--- src/rtl/sic_pkg.sv ---
package sic_pkg;
  typedef struct packed {
    logic shift;      // advance the chain-feed register this clock
    logic serialBit;  // bit entering stage 0
  } ctrlStrobes_t;
endpackage

--- src/rtl/sic_fill_ctrl.sv ---
module sic_fill_ctrl
  import sic_pkg::*;
#(
  parameter int SCAN_LEN = 64,
  parameter int CNT_W    = $clog2(SCAN_LEN)
) (
  input  logic         clk,
  input  logic         rstN,
  input  logic         scanEn,
  output ctrlStrobes_t strobes
);
  localparam logic [CNT_W-1:0] LAST_FILL = CNT_W'(SCAN_LEN - 1);

  logic             scanEnD;
  logic             fillPol;
  logic [CNT_W-1:0] fillCnt;
  logic [CNT_W-1:0] downCnt;
  logic             windowEnd;

  assign windowEnd = scanEnD & ~scanEn;

  always_ff @(posedge clk or negedge rstN) begin
    if (!rstN) scanEnD <= 1'b0;
    else       scanEnD <= scanEn;
  end

  // fill count and polarity: advance once per window end
  always_ff @(posedge clk or negedge rstN) begin
    if (!rstN) begin
      fillCnt <= '0;
      fillPol <= 1'b1;
    end else if (windowEnd) begin
      if (fillCnt == LAST_FILL) begin
        fillCnt <= '0;
        fillPol <= ~fillPol;
      end else begin
        fillCnt <= fillCnt + 1'b1;
      end
    end
  end

  // down-counter: reload while idle, count to zero while shifting
  always_ff @(posedge clk or negedge rstN) begin
    if (!rstN)                downCnt <= '0;
    else if (!scanEn)         downCnt <= fillCnt;
    else if (downCnt != '0)   downCnt <= downCnt - 1'b1;
  end

  always_comb begin
    strobes.shift     = scanEn;
    strobes.serialBit = (downCnt != '0) ? fillPol : ~fillPol;
  end

  AST_DOWN_STEP: assert property (@(posedge clk) disable iff (!rstN)
    (scanEn && downCnt != '0) |=> downCnt == CNT_W'($past(downCnt) - 1'b1));
  AST_DOWN_FLOOR: assert property (@(posedge clk) disable iff (!rstN)
    (scanEn && downCnt == '0) |=> downCnt == '0);
  AST_FILL_STEP: assert property (@(posedge clk) disable iff (!rstN)
    (windowEnd && fillCnt != LAST_FILL) |=>
      (fillCnt == CNT_W'($past(fillCnt) + 1'b1)) && $stable(fillPol));
  AST_FILL_WRAP: assert property (@(posedge clk) disable iff (!rstN)
    (windowEnd && fillCnt == LAST_FILL) |=> (fillCnt == '0) && (fillPol != $past(fillPol)));
  AST_FILL_HOLD: assert property (@(posedge clk) disable iff (!rstN)
    !windowEnd |=> $stable(fillCnt) && $stable(fillPol));
endmodule

--- src/rtl/sic_shift_dp.sv ---
module sic_shift_dp
  import sic_pkg::*;
#(
  parameter int NUM_CHAINS = 10
) (
  input  logic                  clk,
  input  logic                  rstN,
  input  ctrlStrobes_t          strobes,
  output logic [NUM_CHAINS-1:0] chainBits
);
  logic [NUM_CHAINS-1:0] stageQ;
  logic [NUM_CHAINS-1:0] stageD;

  assign stageD[0] = strobes.serialBit;

  for (genvar gi = 0; gi < NUM_CHAINS; gi++) begin : gStage
    if (gi > 0) begin : gLink
      assign stageD[gi] = stageQ[gi-1];
    end
    always_ff @(posedge clk or negedge rstN) begin
      if (!rstN)              stageQ[gi] <= 1'b0;
      else if (strobes.shift) stageQ[gi] <= stageD[gi];
    end
  end

  assign chainBits = stageQ;

  AST_STAGE_HOLD: assert property (@(posedge clk) disable iff (!rstN)
    !strobes.shift |=> $stable(stageQ));
  AST_STAGE_LINK: assert property (@(posedge clk) disable iff (!rstN)
    strobes.shift |=> stageQ[NUM_CHAINS-1:1] == $past(stageQ[NUM_CHAINS-2:0]));
  AST_STAGE_HEAD: assert property (@(posedge clk) disable iff (!rstN)
    strobes.shift |=> stageQ[0] == $past(strobes.serialBit));
endmodule

--- src/rtl/sic_count_gen.sv ---
module sic_count_gen
  import sic_pkg::*;
#(
  parameter int NUM_CHAINS = 10,
  parameter int SCAN_LEN   = 64
) (
  input  logic                  clk,
  input  logic                  rstN,
  input  logic                  scanEn,
  output logic [NUM_CHAINS-1:0] scanBits
);
  localparam int CNT_W = (SCAN_LEN > 2) ? $clog2(SCAN_LEN) : 1;

  ctrlStrobes_t strobes;

  sic_fill_ctrl #(.SCAN_LEN(SCAN_LEN), .CNT_W(CNT_W)) uCtrl (
    .clk(clk), .rstN(rstN), .scanEn(scanEn), .strobes(strobes)
  );

  sic_shift_dp #(.NUM_CHAINS(NUM_CHAINS)) uDp (
    .clk(clk), .rstN(rstN), .strobes(strobes), .chainBits(scanBits)
  );

  initial begin
    AST_PARAM_RANGE: assert (NUM_CHAINS >= 2 && SCAN_LEN >= 2);
  end

  AST_RESET_ZERO: assert property (@(posedge clk) $rose(rstN) |-> scanBits == '0);
endmodule

--- config.mk ---
export PLATFORM = sky130hd
export DESIGN_NAME = sic_count_gen
export DESIGN_NICKNAME = d
export VERILOG_FILES = /design/src/rtl/sic_pkg.sv /design/src/rtl/sic_fill_ctrl.sv /design/src/rtl/sic_shift_dp.sv /design/src/rtl/sic_count_gen.sv
export SDC_FILE = /design/constraint.sdc
export NUM_CORES = 1
export LEC_CHECK = 0
export CAP_MARGIN = 20
export CORE_MARGIN = 2
export CORE_UTILIZATION = 55
export CTS_BUF_LIST = sky130_fd_sc_hd__clkbuf_4
export DETAILED_ROUTE_END_ITERATION = 6
export GPL_TIMING_DRIVEN = 0
export MAX_ROUTING_LAYER = met4
export PLACE_DENSITY = 0.9
export SLEW_MARGIN = 20
export SYNTH_ARGS = -nofsm -noshare
export SYNTH_HDL_FRONTEND = slang
export SYNTH_SLANG_ARGS = --single-unit
--- constraint.sdc ---
create_clock -name clk -period 5.6 [get_ports clk]
set_input_delay 1.12 -clock clk [delete_from_list [all_inputs] [get_ports clk]]
set_output_delay 1.12 -clock clk [all_outputs]
set_load 0.1 [all_outputs]
* Word level (Yosys, flattened, before mapping)
Cells that the tools add are included.
** Cells by class
- Reduce and logical (&&, ||, !) cells :: 2
- Bitwise logic cells :: 3
- Add/subtract/negate cells :: 2
- Mux-type cells :: 4
- Eq/ne operators :: 2
** Operators with widths (number)
- 6-bit 2-to-1 mux :: 3
- 6-bit by 1-bit adder with 6-bit output, second input constant :: 1
- 6-bit == test, second input constant :: 1
- 6-bit nonzero test :: 1
- 6-bit by 1-bit subtractor with 6-bit output, second input constant :: 1
- 2-bit by 1-bit != test with 1-bit output, second input constant :: 1
- 1-bit NOT :: 2
- 2-bit AND reduction :: 1
- 1-bit AND :: 1
- 1-bit 2-to-1 mux :: 1
** Word-level totals
- Bits in registers :: 24
- Logic and storage cells :: 27
- Output and inout port bits :: 10
- Bits of input ports :: 3

* Depth between registers and ports, before layout
Gate-level depths: netlist (run 1).
- Depth after elaboration :: 3
- Gate-level depth with buffers :: 6
- Mapped depth without buffers :: 5

* By module
Synthesis (run 1) repeated with hierarchy kept, for this count alone.
** Second synthesis, totals
- Cell total of the unflattened synthesis :: 99
- Area, all modules :: 1162.4 µm²
** Modules (own cells, without submodules)
- sic_fill_ctrl :: instances 1, seq. area each 351.6 µm², area each 750.7 µm², cells each 78
- sic_shift_dp :: instances 1, seq. area each 250.2 µm², area each 411.6 µm², cells each 21

* Worst setup path before layout (run 1)
No wires, ideal clock.
- Path type :: input port to flip-flop
- From :: input port scanEn
- To :: register uDp.stageQ[2], in the netlist uDp.chainBits[2]
- Path slack :: 3.471 ns
- Required time :: 5.474 ns
- Setup time :: 0.126 ns
- Stages on the path :: 3
- Data arrival time :: 2.003 ns
- Path buffers :: 2
- Cell sequence :: clkbuf_1 -> clkbuf_1 -> mux2_2
** RTL lines
- start, declared :: RTL line sic_count_gen.sv:9 : input logic scanEn,
- end signal, assigned by index :: RTL line sic_shift_dp.sv:22 : else if (strobes.shift) stageQ[gi] <= stageD[gi];
- end, declared :: RTL line sic_shift_dp.sv:11 : logic [NUM_CHAINS-1:0] stageQ;
No word-level cell between the ends.

* Final worst setup path (run 1)
- From :: register uDp.stageQ[0], in the netlist uDp.chainBits[0]
- To :: output port scanBits[0]
** RTL lines
- end, declared :: RTL line sic_count_gen.sv:10 : output logic [NUM_CHAINS-1:0] scanBits
No word-level cell between the ends.

==> flow_summary.yaml, run 1 <==
timing:
  finalHoldViolCount: 0
  rsz0062_at_grt: "no"
  finalCritPeriodShare: 0.534
  fin_skew_ns: 0.0124
  slew_viol_final: 0
  setup_viol: 0
  slew-limit-headroom: 0.349
  finalSetupTns_ns: 0
  max_slew.worst_pin.slew_ns: 0.974
  post-route-min-period_ns: 2.99
  max_freq_ghz: 0.335
logic_synthesis:
  syn-num-nets: 105
  synth_area_um2: 1110
  yosys_warnings: 0
  synthCells: 99
  syn_area_per_cell_um2: 11.2
  synth-seq-cells: 24
  ys_types: 32
  ys_seq_area_frac: 0.544
cts:
  clock_sinks: 24
  clockBufferDepth: 2
  cts_hold_buf: 0
  cts-buffers-inserted: 3
  cts.repair.resized: 0
  path_clk_slew_ns: 0.13
  root_buffer: "clkbuf_4"
  postCtsSetupRepairBufs: 0
  clock_latency_ns: 0.32
  cts_tree: "built"
  h-tree-depth: 1
cells_and_area:
  fin_area_um2: 1290
  layout_commonest_cell: "dfrtp_1"
  layout_common_cells: "dfrtp_1, clkdlybuf4s50_1, mux2_2, o21ai_0, inv_1"
  antennaDiodeCount: 0
  nNetsFinal: 122
  drive_gt1_frac: 0.148
  fin_cells: 142
  synthToLayoutAreaGrowth_pct: 16.2
worst_hold_path:
  min_path_type: "reg -> reg"
  min_path_cells: 1
  hold_start: "uCtrl.fillCnt[4]"
  holdPathEnd: "uCtrl.fillCnt[4]"
floorplanning:
  core_um2: 1920
  chipHeight_um: 48.9
  dieWidth_um: 48.9
  pin_count: 13
  die_area_um2: 2390
  start_util: 0.576
  rows: 16
drt:
  route.detailed.drc: 0
  dr.pass1.iters: 4
  post_drt_wl_per_cell_um: 13.5
  vias_per_cell: 5.49
  totalWireLength_um: 1920
  drt_iter0_drc: 15
  vias: 780
  ant_nets: 0
critical_path:
  r2r_cells: 6
  required_ns: 4.48
  setup.worst_path.class: "reg -> out"
  r2r_slack_ns: 3.71
  r2r_end: "uCtrl.downCnt[0]"
  crit_path_start_kind: "flip-flop"
  crit_path_cell_trace: "clkdlybuf4s50_1"
  cpLargestDelayFamily: "buffers and inverters"
  critPathSlowestCell: "clkdlybuf4s50_1"
  slowest_delay_ns: 1.15
  arrival_ns: 1.87
  end_kind: "output pin"
  path_max_fanout: 3
  r2r-start: "uCtrl.downCnt[0]"
  critPathBufInv: 1
place:
  io_buffers: 12
  hpwl_um: 1400
  place_area_um2: 1260
  gp_congestion: 0.800
  place_inst: 138
global_routing:
  grt_pass1_wl_um: 3390
  grt_usage: 0.193
  grt_pass1_vias: 793
  antenna_found_initial: 0
  grt_max_degree: 25
  grt-ovfl-total: 0
job:
  cap_violations: 0
status:
  outcome: "finished, final reports clean"
routing by layer:
metal  routed length [um]  share of wire  up-vias  global-route usage
met5                    0              0        -                   -
met1                  859           0.45      381               0.224
met4                   48          0.025        0               0.119
li1                     -              -      384                   -
met3                   32          0.017        5              0.0215
met2                  977           0.51       10               0.322
final cells by class:
| class | count | area [um2] |
|---|---|---|
| timing repair buffer | 12 | 115 |
| clock buffer | 4 | 30.0 |
| inverter | 6 | 22.5 |
| tap | 27 | 33.8 |
| sequential | 24 | 602 |
| fill | 152 | 636 |
| buffer | 5 | 20.0 |
| multi-input combinational | 64 | 463 |
Yosys cell counts:
library cell   n  area (um2)
or4_1          1        7.51
o221ai_1       1        8.76
nand2b_1       2        12.5
a31o_1         1        8.76
inv_1          6        22.5
o22ai_1        2        12.5
nand4_1        1        6.26
o21ai_0        9        45.0
and3_1         1        6.26
dfstp_2        1        26.3
a21bo_2        1        10.0
nor2_1         5        18.8
buf_2          1        5.00
a31oi_1        3        18.8
or4b_1         1        10.0
o32ai_1        1        8.76
o211ai_1       1        7.51
xor2_1         2        17.5
nor3_1         2        10.0
nand3_1        2        10.0
nor2b_1        2        12.5
nand2_1        4        15.0
o31ai_1        1        7.51
dfrtp_1       23         576
xnor2_1        3        26.3
a211oi_1       1        7.51
mux2_2         9         101
nand4b_1       1        8.76
clkbuf_1       4        15.0
o21a_1         2        15.0
or3_1          2        12.5
ha_1           3        37.5
through the flow:
stage,hold slack [ns],setup slack (ns),utilization
floorplan,0.467,3.47,-
global placement,0.488,2.79,0.656
detailed placement,0.497,2.70,0.656
CTS,0.516,2.60,0.672
global route,0.530,2.57,0.669
finish,0.520,2.61,0.669
worst max-delay path by stage:
stage,to,cells past startpoint,from
finish,scanBits[0],1,uDp.chainBits[0]
global route,scanBits[0],1,uDp.chainBits[0]
CTS,scanBits[0],1,uDp.chainBits[0]
detailed placement,uCtrl.downCnt[5],5,scanEn
global placement,uCtrl.downCnt[5],5,scanEn
floorplan,uDp.chainBits[2],3,scanEn
registers in the layout, indices dropped and copies added, names as in the netlist:
| register | flops |
|---|---|
| uCtrl.downCnt | 6 |
| uCtrl.fillCnt | 6 |
| uCtrl.fillPol | 1 |
| uCtrl.scanEnD | 1 |
| uDp.chainBits | 10 |
cell families (layout without fill, tap and decap cells):
kind of cell	Yosys count	after routing	share of synthesized area
flip-flops	24	24	0.544
AO/OA/AOI/OAI	23	23	0.136
buffers and inverters	11	27	0.0384
adder cells (fa/ha/maj)	3	3	0.0339
AND/OR/NAND/NOR	24	24	0.118
XOR/XNOR	5	5	0.0396
multiplexers	9	9	0.0915
Power of run 1 is left out: the tool's default activity adds up to more than one toggle a clock period on the data nets, which glitch-free logic cannot reach.
==> run 2: changes to the inputs <==
--- a/config.mk
+++ b/config.mk
@@ -7,12 +7,12 @@
 export LEC_CHECK = 0
 export CAP_MARGIN = 20
 export CORE_MARGIN = 2
-export CORE_UTILIZATION = 55
+export CORE_UTILIZATION = 51
 export CTS_BUF_LIST = sky130_fd_sc_hd__clkbuf_4
 export DETAILED_ROUTE_END_ITERATION = 6
 export GPL_TIMING_DRIVEN = 0
 export MAX_ROUTING_LAYER = met4
-export PLACE_DENSITY = 0.9
+export PLACE_DENSITY = 0.88
 export SLEW_MARGIN = 20
 export SYNTH_ARGS = -nofsm -noshare
 export SYNTH_HDL_FRONTEND = slang
==> constraint.sdc (replaced) <==
create_clock -name clk -period 2.6 [get_ports clk]
set_input_delay 0.52 -clock clk [delete_from_list [all_inputs] [get_ports clk]]
set_output_delay 0.52 -clock clk [all_outputs]
set_load 0.1 [all_outputs]
==> run 2 against run 1 <==
Effect of this change: first-iteration DRC count is the same; worst setup slack lost 2.4 ns; global-route usage shrank 0.68 points; clock skew shrank 0.011 ns; die area grew 7.2%; sequential cell count is the same; via count grew 1.2%; worst hold slack lost 0.36 ns; routed wire length grew 2.6%; critical path depth is the same; critical path type unchanged; largest cell class unchanged.
==> flow_summary.yaml, run 2 (synthesis results as in run 1) <==
floorplanning:
  core_um2: 2000
  die_area_um2: 2560
  chipHeight_um: 50.6
  start_util: 0.553
  rows: 16
  pin_count: 13
  dieWidth_um: 50.6
cts:
  root_buffer: "clkbuf_4"
  cts_hold_buf: 0
  cts-buffers-inserted: 3
  clockBufferDepth: 2
  path_clk_slew_ns: 0.12
  cts.repair.resized: 0
  clock_sinks: 24
  cts_tree: "built"
  postCtsSetupRepairBufs: 0
  clock_latency_ns: 0.31
  h-tree-depth: 1
critical_path:
  path_max_fanout: 3
  r2r_end: "uCtrl.downCnt[0]"
  r2r_cells: 6
  crit_path_cell_trace: "clkdlybuf4s50_1"
  r2r-start: "uCtrl.downCnt[0]"
  end_kind: "output pin"
  critPathBufInv: 1
  arrival_ns: 1.88
  setup.worst_path.class: "reg -> out"
  critPathSlowestCell: "clkdlybuf4s50_1"
  crit_path_start_kind: "flip-flop"
  slowest_delay_ns: 1.15
  cpLargestDelayFamily: "buffers and inverters"
  r2r_slack_ns: 0.71
  required_ns: 2.08
drt:
  drt_iter0_drc: 15
  totalWireLength_um: 1970
  dr.pass1.iters: 4
  vias: 789
  post_drt_wl_per_cell_um: 13.9
  vias_per_cell: 5.56
  ant_nets: 0
  route.detailed.drc: 0
timing:
  finalCritPeriodShare: 0.923
  max_freq_ghz: 0.417
  post-route-min-period_ns: 2.40
  max_slew.worst_pin.slew_ns: 0.977
  fin_skew_ns: 0.00127
  setup_viol: 0
  finalHoldViolCount: 0
  slew-limit-headroom: 0.347
  finalSetupTns_ns: 0
  rsz0062_at_grt: "no"
  slew_viol_final: 0
  whs_ns: 0.163
global_routing:
  grt_pass1_wl_um: 3460
  grt_max_degree: 25
  antenna_found_initial: 0
  grt-ovfl-total: 0
  grt_usage: 0.186
  grt_pass1_vias: 789
cells_and_area:
  fin_cells: 142
  fin_area_um2: 1280
  layout_common_cells: "dfrtp_1, clkdlybuf4s50_1, mux2_2, o21ai_0, inv_1"
  antennaDiodeCount: 0
  layout_commonest_cell: "dfrtp_1"
  synthToLayoutAreaGrowth_pct: 15.8
  drive_gt1_frac: 0.139
  largest_reg_flops: 10
  nNetsFinal: 122
  fillerInstances: 156
worst_hold_path:
  min_path_type: "in -> async"
job:
  cap_violations: 0
place:
  place_area_um2: 1260
  io_buffers: 12
  hpwl_um: 1410
  place_inst: 138
  gp_congestion: 0.800
status:
  outcome: "finished, final reports clean"
==> run 2: cell count changes in the layout (fill, tap and decap cells not counted), sizes merged <==
| cell | previous run | this run |
|---|---|---|
| clkbuf | 8 | 7 |
| clkinv | 0 | 1 |
==> run 2: worst max path at each step <==
stage	start	cells after the start	slack, ns	end
3_5_place_dp	scanEn	5	0.33	uCtrl.downCnt[5]
5_1_grt	uDp.chainBits[0]	1	0.16	scanBits[0]
3_3_place_gp	scanEn	5	0.38	uCtrl.downCnt[5]
6_report	uDp.chainBits[0]	1	0.20	scanBits[0]
2_1_floorplan	uCtrl.downCnt[0]	6	0.82	uCtrl.downCnt[0]
4_1_cts	uDp.chainBits[0]	1	0.19	scanBits[0]
==> run 2: per-stage QoR <==
step	util	setup WS, ns
finish	0.641	0.200
floorplan	-	0.825
CTS	0.643	0.188
detailed placement	0.630	0.331
global route	0.641	0.156
global placement	0.630	0.385
==> run 2: cell type report <==
| class | count | area [um2] | area share |
|---|---|---|---|
| timing repair buffer | 12 | 115 | 0.0898 |
| multi-input combinational | 64 | 463 | 0.361 |
| sequential | 24 | 602 | 0.469 |
| inverter | 6 | 22.5 | 0.0176 |
| tap | 27 | 33.8 | 0.0263 |
| clock inverter | 1 | 3.75 | 0.00293 |
| clock buffer | 3 | 22.5 | 0.0176 |
| buffer | 5 | 20.0 | 0.0156 |
==> run 2: metal layers <==
metal | part of all wire | GRT usage | up-vias
met2 | 0.50 | 0.316 | 16
met3 | 0.017 | 0.00893 | 5
li1 | - | - | 386
met5 | 0 | - | -
met1 | 0.45 | 0.227 | 382
met4 | 0.028 | 0.0946 | 0
Power of run 2 is left out for the same reason.
==> run 3: changes to the inputs <==
--- a/config.mk
+++ b/config.mk
@@ -5,6 +5,7 @@
 export SDC_FILE = /design/constraint.sdc
 export NUM_CORES = 1
 export LEC_CHECK = 0
+export ABC_CLOCK_PERIOD_IN_PS = 2100
 export CAP_MARGIN = 20
 export CORE_MARGIN = 2
 export CORE_UTILIZATION = 51
==> constraint.sdc (replaced) <==
create_clock -name clk -period 2.1 [get_ports clk]
set_input_delay 0.42 -clock clk [delete_from_list [all_inputs] [get_ports clk]]
set_output_delay 0.42 -clock clk [all_outputs]
set_load 0.1 [all_outputs]
==> run 3 against run 2 <==
Effect of this change: count of clock-buffer cells in the layout stayed put; clock skew is 0.0017 ns higher; register-to-register slack worse by 0.50 ns; sequential share of layout area increased by 0.46 points.
==> flow_summary.yaml, run 3 (synthesis results as in run 1) <==
status:
  outcome: "finished, final reports clean"
critical_path:
  slowest_delay_ns: 0.87
  critPathBufInv: 1
  end_kind: "output pin"
  required_ns: 1.68
  crit_path_cell_trace: "dlygate4sd2_1"
  critPathSlowestCell: "dlygate4sd2_1"
  cp_num_cells: 1
  r2r_cells: 6
  arrival_ns: 1.60
  cpLargestDelayFamily: "buffers and inverters"
  setup.worst_path.class: "reg -> out"
  crit_path_start_kind: "flip-flop"
  path_max_fanout: 3
drt:
  vias: 788
  drt_iter0_drc: 15
  totalWireLength_um: 1960
  vias_per_cell: 5.55
  post_drt_wl_per_cell_um: 13.8
  dr.pass1.iters: 4
  route.detailed.drc: 0
  ant_nets: 0
cts:
  h-tree-depth: 1
  clock_sinks: 24
  clockBufferDepth: 2
  postCtsSetupRepairBufs: 0
  cts_hold_buf: 0
  root_buffer: "clkbuf_4"
  path_clk_slew_ns: 0.12
  cts_tree: "built"
  cts-buffers-inserted: 3
  clock_latency_ns: 0.31
place:
  gp_congestion: 0.800
  hpwl_um: 1410
  preCtsSetupSlack_ns: -0.0686
  io_buffers: 12
worst_hold_path:
  min_path_type: "in -> async"
floorplanning:
  chipHeight_um: 50.6
  start_util: 0.553
  pin_count: 13
  dieWidth_um: 50.6
  die_area_um2: 2560
  core_um2: 2000
  rows: 16
timing:
  setup_slack_ns: 0.0784
  finalCritPeriodShare: 0.963
  max_slew.worst_pin.slew_ns: 0.968
  slew-limit-headroom: 0.358
  max_freq_ghz: 0.495
  fin_skew_ns: 0.00295
  setup_viol: 0
  post-route-min-period_ns: 2.02
  finalHoldViolCount: 0
  rsz0062_at_grt: "no"
  slew_viol_final: 0
cells_and_area:
  layout_commonest_cell: "dfrtp_1"
  nNetsFinal: 122
  antennaDiodeCount: 0
  layout_common_cells: "dfrtp_1, dlygate4sd2_1, mux2_2, o21ai_0, inv_1"
  drive_gt1_frac: 0.139
  synthToLayoutAreaGrowth_pct: 14.7
  largest_reg_flops: 10
  utilization: 0.634
  fillerInstances: 157
global_routing:
  grt_max_degree: 25
  grt_usage: 0.186
  antenna_found_initial: 0
  grt-ovfl-total: 0
  grt_pass1_wl_um: 3460
  grt_pass1_vias: 789
job:
  cap_violations: 0
==> run 3: cell count changes in the layout (fill, tap and decap cells not counted), sizes merged <==
| cell | delta |
|---|---|
| dlygate4sd2 | +10 |
| clkdlybuf4s50 | -10 |
==> run 3: path summary, 6_finish.rpt <==
| check | startpoint | slack [ns] | to |
|---|---|---|---|
| worst max register to register | uCtrl.downCnt[0] | 0.21 | uCtrl.downCnt[0] |
| min in group clk | uCtrl.fillCnt[4] | 0.51 | uCtrl.fillCnt[4] |
| worst max-delay path | uDp.chainBits[0] | 0.08 | scanBits[0] |
| max in group asynchronous | rstN | 1.68 | uCtrl.fillPol |
| worst min register to register | uCtrl.fillCnt[4] | 0.51 | uCtrl.fillCnt[4] |
| worst min-delay path | rstN | 0.06 | uCtrl.scanEnD |
==> run 3: worst reg2reg max path: cells and delay by family, from the launching register on <==
family | cells | cell delay (ns)
AO/OA/AOI/OAI | 1 | 0.20
adder cells (fa/ha/maj) | 1 | 0.16
buffers and inverters | 2 | 0.27
flip-flops | 1 | 0.42
AND/OR/NAND/NOR | 2 | 0.74
==> run 3: what timing repair did <==
action                                  CTS  global route
endpoints found under the setup margin   10             0
gates resized for setup                  10             0
hold endpoints to repair                  0             0
==> run 3: per-layer routing <==
| layer | part of all wire | global-route usage | wire length (um) | vias to the layer above |
|---|---|---|---|---|
| li1 | - | - | - | 386 |
| met1 | 0.45 | 0.227 | 890 | 383 |
| met4 | 0.028 | 0.0946 | 55 | 0 |
| met2 | 0.50 | 0.316 | 985 | 14 |
| met5 | 0 | - | 0 | - |
| met3 | 0.017 | 0.00893 | 33 | 5 |
==> run 3: per-stage QoR <==
step	std cells	instance area (um2)	hold WS [ns]	setup TNS, ns
CTS	142	1270	0.508	0
global route	142	1270	0.101	0
finish	142	1270	0.0625	0
floorplan	99	1110	0.124	0
global placement	138	1260	0.489	-0.0151
detailed placement	138	1260	0.490	-0.115
==> run 3: layout make-up <==
class | count | area (um2) | share of cell area
multi-input combinational | 64 | 463 | 0.365
inverter | 6 | 22.5 | 0.0177
clock buffer | 3 | 22.5 | 0.0177
tap | 27 | 33.8 | 0.0266
clock inverter | 1 | 3.75 | 0.00296
timing repair buffer | 12 | 103 | 0.0808
sequential | 24 | 602 | 0.474
buffer | 5 | 20.0 | 0.0158
Power of run 3 is left out for the same reason.
